===== src/rtl/dsd_sel_pkg.sv =====
package dsd_sel_pkg;

    typedef enum logic [1:0] {
        ST_FLUSH = 2'd0,
        ST_KEEP  = 2'd1,
        ST_SKIP  = 2'd2
    } cap_state_e;

    typedef struct packed {
        logic       path;
        logic       inv;
        logic       pm;
        logic [1:0] rate;
    } dsd_cfg_t;

endpackage


===== src/rtl/dsd_pin_mux.sv =====
module dsd_pin_mux (
    input  logic sel,
    input  logic g0_clk,
    input  logic g0_left,
    input  logic g0_right,
    input  logic g1_clk,
    input  logic g1_left,
    input  logic g1_right,
    output logic raw_clk,
    output logic raw_left,
    output logic raw_right
);

    // Pin group routing: group 1 when sel is high, group 0 otherwise
    always_comb begin
        if (sel) begin
            raw_clk   = g1_clk;
            raw_left  = g1_left;
            raw_right = g1_right;
        end else begin
            raw_clk   = g0_clk;
            raw_left  = g0_left;
            raw_right = g0_right;
        end
    end

endmodule


===== src/rtl/dsd_edge_sync.sv =====
module dsd_edge_sync #(
    parameter int SYNC_STAGES = 2
) (
    input  logic clk,
    input  logic rst_n,
    input  logic inv,
    input  logic raw_clk,
    input  logic raw_left,
    input  logic raw_right,
    output logic samp_edge,
    output logic bit_left,
    output logic bit_right
);

    localparam int TOP = SYNC_STAGES - 1;

    logic [TOP:0] c_sync, l_sync, r_sync;
    logic         c_prev;

    always_ff @(posedge clk or negedge rst_n) begin
        if (!rst_n) begin
            c_sync <= '0;
            l_sync <= '0;
            r_sync <= '0;
            c_prev <= 1'b0;
        end else begin
            c_sync <= {c_sync[TOP-1:0], raw_clk};
            l_sync <= {l_sync[TOP-1:0], raw_left};
            r_sync <= {r_sync[TOP-1:0], raw_right};
            c_prev <= c_sync[TOP];
        end
    end

    // Rising edge when inv is low, falling edge when inv is high
    always_comb begin
        if (inv) samp_edge = c_prev & ~c_sync[TOP];
        else     samp_edge = ~c_prev & c_sync[TOP];
    end

    assign bit_left  = l_sync[TOP];
    assign bit_right = r_sync[TOP];

endmodule


===== src/rtl/dsd_word_packer.sv =====
module dsd_word_packer #(
    parameter int WORD_W = 32
) (
    input  logic              clk,
    input  logic              rst_n,
    input  logic              clear,
    input  logic              shift,
    input  logic              bit_left,
    input  logic              bit_right,
    output logic [WORD_W-1:0] left_word,
    output logic [WORD_W-1:0] right_word,
    output logic              word_valid
);

    localparam int CNT_W = $clog2(WORD_W);
    localparam logic [CNT_W-1:0] LAST_IDX = CNT_W'(WORD_W - 1);

    logic [WORD_W-2:0] acc_l, acc_r;
    logic [CNT_W-1:0]  fill_q;

    always_ff @(posedge clk or negedge rst_n) begin
        if (!rst_n) begin
            acc_l      <= '0;
            acc_r      <= '0;
            fill_q     <= '0;
            left_word  <= '0;
            right_word <= '0;
            word_valid <= 1'b0;
        end else begin
            word_valid <= 1'b0;
            if (clear) begin
                fill_q <= '0;
            end else if (shift) begin
                acc_l <= {acc_l[WORD_W-3:0], bit_left};
                acc_r <= {acc_r[WORD_W-3:0], bit_right};
                if (fill_q == LAST_IDX) begin
                    fill_q     <= '0;
                    left_word  <= {acc_l, bit_left};
                    right_word <= {acc_r, bit_right};
                    word_valid <= 1'b1;
                end else begin
                    fill_q <= fill_q + 1'b1;
                end
            end
        end
    end

    AST_VALID_ISOLATED: assert property (@(posedge clk) disable iff (!rst_n)
        word_valid |=> !word_valid);

    AST_CLEAR_NO_STROBE: assert property (@(posedge clk) disable iff (!rst_n)
        clear |=> !word_valid);

endmodule


===== src/rtl/dsd_port_select.sv =====
module dsd_port_select
    import dsd_sel_pkg::*;
#(
    parameter int WORD_W      = 32,
    parameter int BASE_RATIO  = 64,
    parameter int SYNC_STAGES = 2
) (
    input  logic              clk,
    input  logic              rst_n,
    input  logic              path_sel,
    input  logic              clk_invert,
    input  logic              pm_mode,
    input  logic [1:0]        rate_sel,
    input  logic              grp0_clk,
    input  logic              grp0_left,
    input  logic              grp0_right,
    input  logic              grp1_clk,
    input  logic              grp1_left,
    input  logic              grp1_right,
    output logic [WORD_W-1:0] left_word,
    output logic [WORD_W-1:0] right_word,
    output logic              word_valid,
    output logic              fs_tick
);

    localparam int FLUSH_CYC = SYNC_STAGES + 2;
    localparam int FLUSH_W   = $clog2(FLUSH_CYC + 1);
    localparam int RATE_W    = $clog2(4 * BASE_RATIO);
    localparam logic [FLUSH_W-1:0] FLUSH_END = FLUSH_W'(FLUSH_CYC - 1);

    dsd_cfg_t cfg_in, cfg_q;
    logic     cfg_change;

    cap_state_e state_q, state_d;
    logic [FLUSH_W-1:0] flush_cnt;

    logic raw_clk, raw_left, raw_right;
    logic samp_edge, bit_left, bit_right;
    logic capture, count_edge, flush;

    logic [RATE_W-1:0] fs_cnt;
    logic [RATE_W-1:0] fs_last;

    assign cfg_in     = '{path: path_sel, inv: clk_invert, pm: pm_mode, rate: rate_sel};
    assign cfg_change = (cfg_in != cfg_q);

    dsd_pin_mux u_mux (
        .sel       (cfg_q.path),
        .g0_clk    (grp0_clk),
        .g0_left   (grp0_left),
        .g0_right  (grp0_right),
        .g1_clk    (grp1_clk),
        .g1_left   (grp1_left),
        .g1_right  (grp1_right),
        .raw_clk   (raw_clk),
        .raw_left  (raw_left),
        .raw_right (raw_right)
    );

    dsd_edge_sync #(.SYNC_STAGES(SYNC_STAGES)) u_sync (
        .clk       (clk),
        .rst_n     (rst_n),
        .inv       (cfg_q.inv),
        .raw_clk   (raw_clk),
        .raw_left  (raw_left),
        .raw_right (raw_right),
        .samp_edge (samp_edge),
        .bit_left  (bit_left),
        .bit_right (bit_right)
    );

    // Ratio decode; the spare code falls back to the base ratio
    function automatic logic [RATE_W-1:0] ratio_last(input logic [1:0] code);
        logic [RATE_W-1:0] r;
        unique case (code)
            2'b01:   r = RATE_W'(2 * BASE_RATIO - 1);
            2'b10:   r = RATE_W'(4 * BASE_RATIO - 1);
            default: r = RATE_W'(BASE_RATIO - 1);
        endcase
        return r;
    endfunction

    assign fs_last = ratio_last(cfg_q.rate);

    // Next-state logic
    always_comb begin
        state_d = state_q;
        if (cfg_change) begin
            state_d = ST_FLUSH;                                   // T_RECONFIG
        end else begin
            unique case (state_q)
                ST_FLUSH: if (flush_cnt == FLUSH_END) state_d = ST_KEEP;   // T_FLUSH_DONE
                ST_KEEP:  if (samp_edge && cfg_q.pm)  state_d = ST_SKIP;   // T_PAIR_FIRST
                ST_SKIP:  if (samp_edge)              state_d = ST_KEEP;   // T_PAIR_SECOND
                default:  state_d = ST_FLUSH;
            endcase
        end
    end

    // State register with settling counter and configuration capture
    always_ff @(posedge clk or negedge rst_n) begin
        if (!rst_n) begin
            state_q   <= ST_FLUSH;
            flush_cnt <= '0;
            cfg_q     <= '0;
        end else begin
            state_q <= state_d;
            cfg_q   <= cfg_in;
            if (state_q != ST_FLUSH || cfg_change) flush_cnt <= '0;
            else                                   flush_cnt <= flush_cnt + 1'b1;
        end
    end

    // Output decode of the state machine
    always_comb begin
        flush      = 1'b0;
        capture    = 1'b0;
        count_edge = 1'b0;
        unique case (state_q)
            ST_FLUSH: flush = 1'b1;
            ST_KEEP: begin
                capture    = samp_edge;
                count_edge = samp_edge;
            end
            ST_SKIP:  count_edge = samp_edge;
            default:  flush = 1'b1;
        endcase
    end

    dsd_word_packer #(.WORD_W(WORD_W)) u_pack (
        .clk        (clk),
        .rst_n      (rst_n),
        .clear      (flush),
        .shift      (capture),
        .bit_left   (bit_left),
        .bit_right  (bit_right),
        .left_word  (left_word),
        .right_word (right_word),
        .word_valid (word_valid)
    );

    // Sample-period counter over all sampling edges
    always_ff @(posedge clk or negedge rst_n) begin
        if (!rst_n) begin
            fs_cnt  <= '0;
            fs_tick <= 1'b0;
        end else begin
            fs_tick <= 1'b0;
            if (flush) begin
                fs_cnt <= '0;
            end else if (count_edge) begin
                if (fs_cnt >= fs_last) begin
                    fs_cnt  <= '0;
                    fs_tick <= 1'b1;
                end else begin
                    fs_cnt <= fs_cnt + 1'b1;
                end
            end
        end
    end

    AST_NORMAL_NO_SKIP: assert property (@(posedge clk) disable iff (!rst_n)
        !cfg_q.pm |-> state_q != ST_SKIP);

    AST_PM_PAIR_FIRST: assert property (@(posedge clk) disable iff (!rst_n)
        (state_q == ST_KEEP && samp_edge && cfg_q.pm && !cfg_change) |=> state_q == ST_SKIP);

    AST_PM_PAIR_SECOND: assert property (@(posedge clk) disable iff (!rst_n)
        (state_q == ST_SKIP && samp_edge && !cfg_change) |=> state_q == ST_KEEP);

    AST_RECONFIG_FLUSH: assert property (@(posedge clk) disable iff (!rst_n)
        cfg_change |=> state_q == ST_FLUSH);

    AST_TICK_ISOLATED: assert property (@(posedge clk) disable iff (!rst_n)
        fs_tick |=> !fs_tick);

    AST_TICK_AFTER_EDGE: assert property (@(posedge clk) disable iff (!rst_n)
        fs_tick |-> $past(samp_edge));

endmodule


===== config.mk =====
export PLATFORM = sky130hd
export DESIGN_NAME = dsd_port_select
export DESIGN_NICKNAME = d
export VERILOG_FILES = /design/src/rtl/dsd_sel_pkg.sv /design/src/rtl/dsd_pin_mux.sv /design/src/rtl/dsd_edge_sync.sv /design/src/rtl/dsd_word_packer.sv /design/src/rtl/dsd_port_select.sv
export SDC_FILE = /design/constraint.sdc
export NUM_CORES = 1
export LEC_CHECK = 0
export BUFFER_PORTS_ARGS = -buffer_cell sky130_fd_sc_hd__buf_4
export CAP_MARGIN = 5
export CORE_MARGIN = 5
export CORE_UTILIZATION = 33
export DETAILED_ROUTE_END_ITERATION = 6
export GPL_ROUTABILITY_DRIVEN = 0
export PLACE_DENSITY_LB_ADDON = 0.2
export SETUP_SLACK_MARGIN = 0.02
export SLEW_MARGIN = 20
export SYNTH_ARGS = -nofsm -noshare
export SYNTH_HDL_FRONTEND = slang
export SYNTH_SLANG_ARGS = --single-unit

===== constraint.sdc =====
create_clock -name clk -period 1.9 [get_ports clk]
set_input_delay 0.095 -clock clk [delete_from_list [all_inputs] [get_ports clk]]
set_output_delay 0.095 -clock clk [all_outputs]
set_load 0.01 [all_outputs]

---- After elaboration in Yosys (flattened, before gate mapping) ----
Cells that the tools add are included.
operators by class
  equal/unequal tests ..................... 12
  add/sub/neg operators ................... 3
  shift-type cells ........................ 0
  mux-type cells .......................... 25
  div/mod/pow operators ................... 0
  multipliers ............................. 0
  reductions and logical operators ........ 8
  order comparisons ....................... 1
  bitwise gates (word level) .............. 4
operator list
  operator                                                                  count
  8-bit two-way mux                                                         3
  8-bit case mux with 2 select lines                                        1
  5-bit two-way mux                                                         3
  1-bit two-way mux                                                         12
  3-bit inequality test (second input constant)                             3
  8-bit by 1-bit adder with 8-bit output (second input constant)            1
  8-bit >= comparator                                                       1
  2-bit two-way mux                                                         4
  2-bit case mux with 3 select lines                                        1
  3-bit AND reduction                                                       2
  5-bit by 1-bit adder with 5-bit output (second input constant)            1
  5-bit == test (second input constant)                                     1
  5-bit inequality test                                                     1
  2-bit by 1-bit == test with 1-bit output (second input constant)          2
  2-bit == test (second input constant)                                     2
  2-bit by 1-bit inequality test with 1-bit output (second input constant)  2
  3-bit by 1-bit adder with 3-bit output (second input constant)            1
  3-bit by 2-bit == test with 1-bit output (second input constant)          1
  3-bit two-way mux                                                         1
  1-bit AND                                                                 2
  2-bit logical NOT                                                         1
  1-bit NOT                                                                 2
  2-bit AND reduction                                                       1
  2-bit nonzero test                                                        1
  3 further kinds                                                           3
storage, ports and cells
  register bits ........................... 158
  bits in latches ......................... 0
  memories kept ........................... 0
  output and inout bits ................... 66
  bits in writable memories ............... 0
  memory bits (read-only) ................. 0
  logic and storage cells ................. 71

---- Logic depth before layout (Yosys ltp) ----
  depth after elaboration ................. 7
  mapped depth ............................ 9
  gate-level depth less buffers ........... 8

---- By module ----
Synthesis repeated with hierarchy kept, for this count alone.
unflattened totals
  cell total of the unflattened synthesis .. 405
  area total of the unflattened synthesis .. 6446.2 um^2
modules (own cells, without submodules)
  module           area each (um^2)  times used  cells each  sequential area each (um^2)
  dsd_word_packer  5191.2            1           296         3303.2
  dsd_port_select  1023.5            1           96          475.5
  dsd_edge_sync    197.7             1           10          175.2
  dsd_pin_mux      33.8              1           3           0.0

---- Worst setup path after synthesis ----
Ideal clock, no wire load.
  path kind ............................... register -> register
  start ................................... reg cfg_q[3] in the netlist's numbering
  end ..................................... reg u_pack.acc_r[22]
  path slack .............................. 1 ps
  setup time .............................. 125 ps
  data arrival time ....................... 1774 ps
  cell stages (with the launch flop) ...... 7
  cells stage by stage .................... dfrtp_1 or3b_1 buf_2 a21oi_2 buf_4 buf_2 mux2_2
on the way
  cells in the longest elaborated chain, start to end .. 3
RTL lines
  item                           line                    RTL
  from (decl)                    dsd_port_select.sv:31   dsd_cfg_t cfg_in, cfg_q;
  from (signal assigned)         dsd_port_select.sv:108  cfg_q <= cfg_in;
  1-bit two-way mux              dsd_edge_sync.sv:36     if (inv) samp_edge = c_prev & ~c_sync[TOP];
  1-bit two-way mux              dsd_port_select.sv:119  unique case (state_q)
  2-bit AND reduction (no line)  -
  to (signal assigned)           dsd_word_packer.sv:35   acc_r <= {acc_r[WORD_W-3:0], bit_right};
  to (decl)                      dsd_word_packer.sv:18   logic [WORD_W-2:0] acc_l, acc_r;
No other way between the ends.
A chain may end at the register's enable or synchronous reset.

---- Worst setup path after layout ----
  start ................................... reg cfg_q[3] in the netlist's numbering
  end ..................................... reg u_pack.left_word[17]
on the way
  cells in the longest elaborated chain, start to end .. 3
RTL lines
  item                           line                    RTL
  1-bit two-way mux              dsd_edge_sync.sv:36
  1-bit two-way mux              dsd_port_select.sv:119
  3-bit AND reduction (no line)  -
  to (signal assigned)           dsd_word_packer.sv:38   left_word <= {acc_l, bit_left};
  to (decl)                      dsd_word_packer.sv:10   output logic [WORD_W-1:0] left_word,
No other way between the ends.

==> results.ini <==
[setup_path]
crit_start = cfg_q[3]$_DFF_PN0_
crit_family = simple AND/OR/NAND/NOR gates
critPathArrivalTime_ps = 2140
critical_path.max_stage_delay_ps = 420
crit_slowest_cell = or3b_4
r2r-end = u_pack.left_word[17]$_DFFE_PN0P_
crit_end = u_pack.left_word[17]$_DFFE_PN0P_
crit_fanout = 7
path_cells = or3b_4 > a21oi_4 > buf_6 > nand2_8 > clkbuf_16 > mux2_4
regToRegStartpoint = cfg_q[3]$_DFF_PN0_
r2r_slack_ps = 60
reg2reg_depth = 6
critical_path_class = register to register
end_kind = register
start_kind = register
crit_required_ps = 2200
cp.buffers_inverters = 2
path_depth = 6

[timing]
clock_skew_ps = 8.162
period_share = 0.9673
setup_viol = 0
fmax_ghz = 0.5441
tightest_slew_ps = 476.5
holdWs_ps = 193.3
fin_crit_ps = 1838
finalSetupTns_ps = 0
hold_viol = 0
rsz0062_at_grt = true
slew_headroom = 0.6823
slew_violations = 0

[synthesis]
postSynthAreaPerCell_um2 = 15.69
synthFlopType = dfrtp_1
synth_area_mm2 = 0.006401
synth.area.mux_share = 0.2572
synth_seq_cells = 158
syn_inst = 408
synthSimpleGateAreaFrac = 0.03792
synthAdderAreaFrac = 0.02346
syn_nets = 433
synth_edf_count = 0
synth_cell_types = 38
yosys.area_share.xor_xnor = 0.009578
async_flop_share = 1.000
yosys_warnings = 0
synth_top_family_by_area = multiplexers
synth_compound_area_frac = 0.02776
ys_seq_area_frac = 0.6177

[global_route]
grt_util_met3 = 0.03555
grt.busiest_layer = met2
grt_use_met2 = 0.1695
use_met1 = 0.1434
grt_usage = 0.1090
antenna_found_initial = 0
gr-total-overflow = 0
grt_pass1_vias = 3747
grt_max_degree = 50
grt_pass1_wl_um = 19310

[cells_and_area]
antenna_cells = 0
area_growth_pct = 31.10
fin_nets = 553
final_cell_area_mm2 = 0.008392
layout_common_cells = dfrtp_1, buf_4, mux2_2, mux2_4, clkbuf_16
drive_above_1_share = 0.5120
fin_cells = 806
nFillCells = 1771
final_common_cell = dfrtp_1

[clocking]
cts.sink_count = 158
clock-root-buffer = clkbuf_16
clk_latency_ps = 420
clockBufferDepth = 2
cts_tree = yes
cts_made_buffers = 17
clkSlewWorstSetupHoldPaths_ps = 60
htreeDepth = 4

[placement]
dp_cells = 750
numPortBuffers = 78
placement.cell_area_mm2 = 0.007392
dp_hpwl_um = 7766

[route]
route.detailed.drc = 0
vias_per_cell = 4.583
drtAntennaViolNets = 0
routedWlPerCell_um = 15.68
wirelength_um = 12640
dr.pass1.iters = 4
drt_iter0_markers = 182
vias = 3694

[pwr]
power_density_mw_per_mm2 = 824.3
ir_worst_vdd_mv = 0.6106
total_power_mw = 6.917
leakagePower_nw = 4.351

[floorplan]
rows = 51
dieArea_mm2 = 0.02228
die_x_um = 149.3
initial_core_util = 0.3322
core_area_mm2 = 0.01927
io_pins = 79
die_height_um = 149.3

[status]
status = finished clean

[run]
maxCapViolCount = 0

[min_path]
hold_path.class = input port to async pin

-- through the flow --
stage / util / setup slack, ps
final: 0.4355 / 62.15
after global placement: 0.3836 / 29.97
after CTS: 0.4210 / 22.81
after global routing: 0.4355 / 1.908
after detailed placement: 0.3836 / -41.97
after floorplan: - / 47.72
-- power breakdown --
| part | total [mW] | internal [mW] | switching, mW |
|---|---|---|---|
| Combinational | 0.161 | 0.0660 | 0.0950 |
| Sequential | 3.39 | 3.38 | 0.0102 |
| Clock | 3.36 | 2.01 | 1.36 |
-- cells in the mapped netlist, drive strengths merged, types with 2 or more instances --
cell,n,area [um2]
nor2b,2,12.51
o2bb2ai,2,17.52
a31oi,6,37.54
clkbuf,2,7.510
nor2,11,41.29
dfrtp,158,3954
nor3,3,15.01
buf,16,127.6
a21oi,3,18.77
ha,12,150.1
nand2,11,41.29
mux2,129,1637
a21boi,2,15.02
nand3,10,50.05
a22o,2,17.52
and3,2,12.51
inv,9,33.78
nand4,3,18.77
nand3b,3,22.52
o21ai,4,20.02
xor2,6,52.55
-- worst min-delay path by stage --
stage	start	endpoint	slack, ps
final	rst_n	u_pack.left_word[31]$_DFFE_PN0P_	190
after global routing	rst_n	u_pack.left_word[30]$_DFFE_PN0P_	230
after global placement	rst_n	u_pack.left_word[27]$_DFFE_PN0P_	70
after floorplan	rst_n	cfg_q[0]$_DFF_PN0_	-200
after detailed placement	rst_n	u_pack.left_word[30]$_DFFE_PN0P_	70
after CTS	rst_n	u_pack.left_word[31]$_DFFE_PN0P_	200
-- registers in the layout, indices dropped and copies added (netlist names) --
register	flops
cfg_q	5
flush_cnt	3
fs_cnt	8
fs_tick	1
state_q	2
u_pack.acc_l	31
u_pack.acc_r	31
u_pack.fill_q	5
u_pack.left_word	32
u_pack.right_word	32
u_pack.word_valid	1
u_sync.c_prev	1
u_sync.c_sync	2
u_sync.l_sync	2
u_sync.r_sync	2
-- what timing repair did --
item	in CTS	in global routing
hold buffers	12	0
cloned	0	8
hold endpoints to repair	54	0
resized for setup	3	16
pin swaps	0	2
setup buffers	0	4
endpoints found under the setup margin	28	99
-- cells by family (layout without fill, tap and decap cells) --
family | count (synthesis) | in the layout
compound gates | 25 | 25
mux | 130 | 130
xor+xnor | 7 | 7
buf+inv | 27 | 159
fa+ha+maj | 12 | 12
flops | 158 | 158
simple gates | 49 | 50
-- per-layer routing --
metal	part of all wire	vias to the layer above	routed length, um
li1	-	1701	-
met1	0.45	1903	5722
met2	0.49	73	6205
met3	0.043	17	539
met4	0.013	0	169
met5	0	-	0
-- final cells by class --
type | count | area, um2 | share of cell area
repair buffers | 118 | 1109 | 0.1321
inverters | 9 | 33.78 | 0.004026
clock inverters | 13 | 140.1 | 0.01670
clock buffers | 19 | 452.9 | 0.05397
well taps | 265 | 331.6 | 0.03951
flip-flops and latches | 158 | 3954 | 0.4711
multi-input cells | 224 | 2371 | 0.2825
No activity file was read; power rests on OpenSTA's default activity.
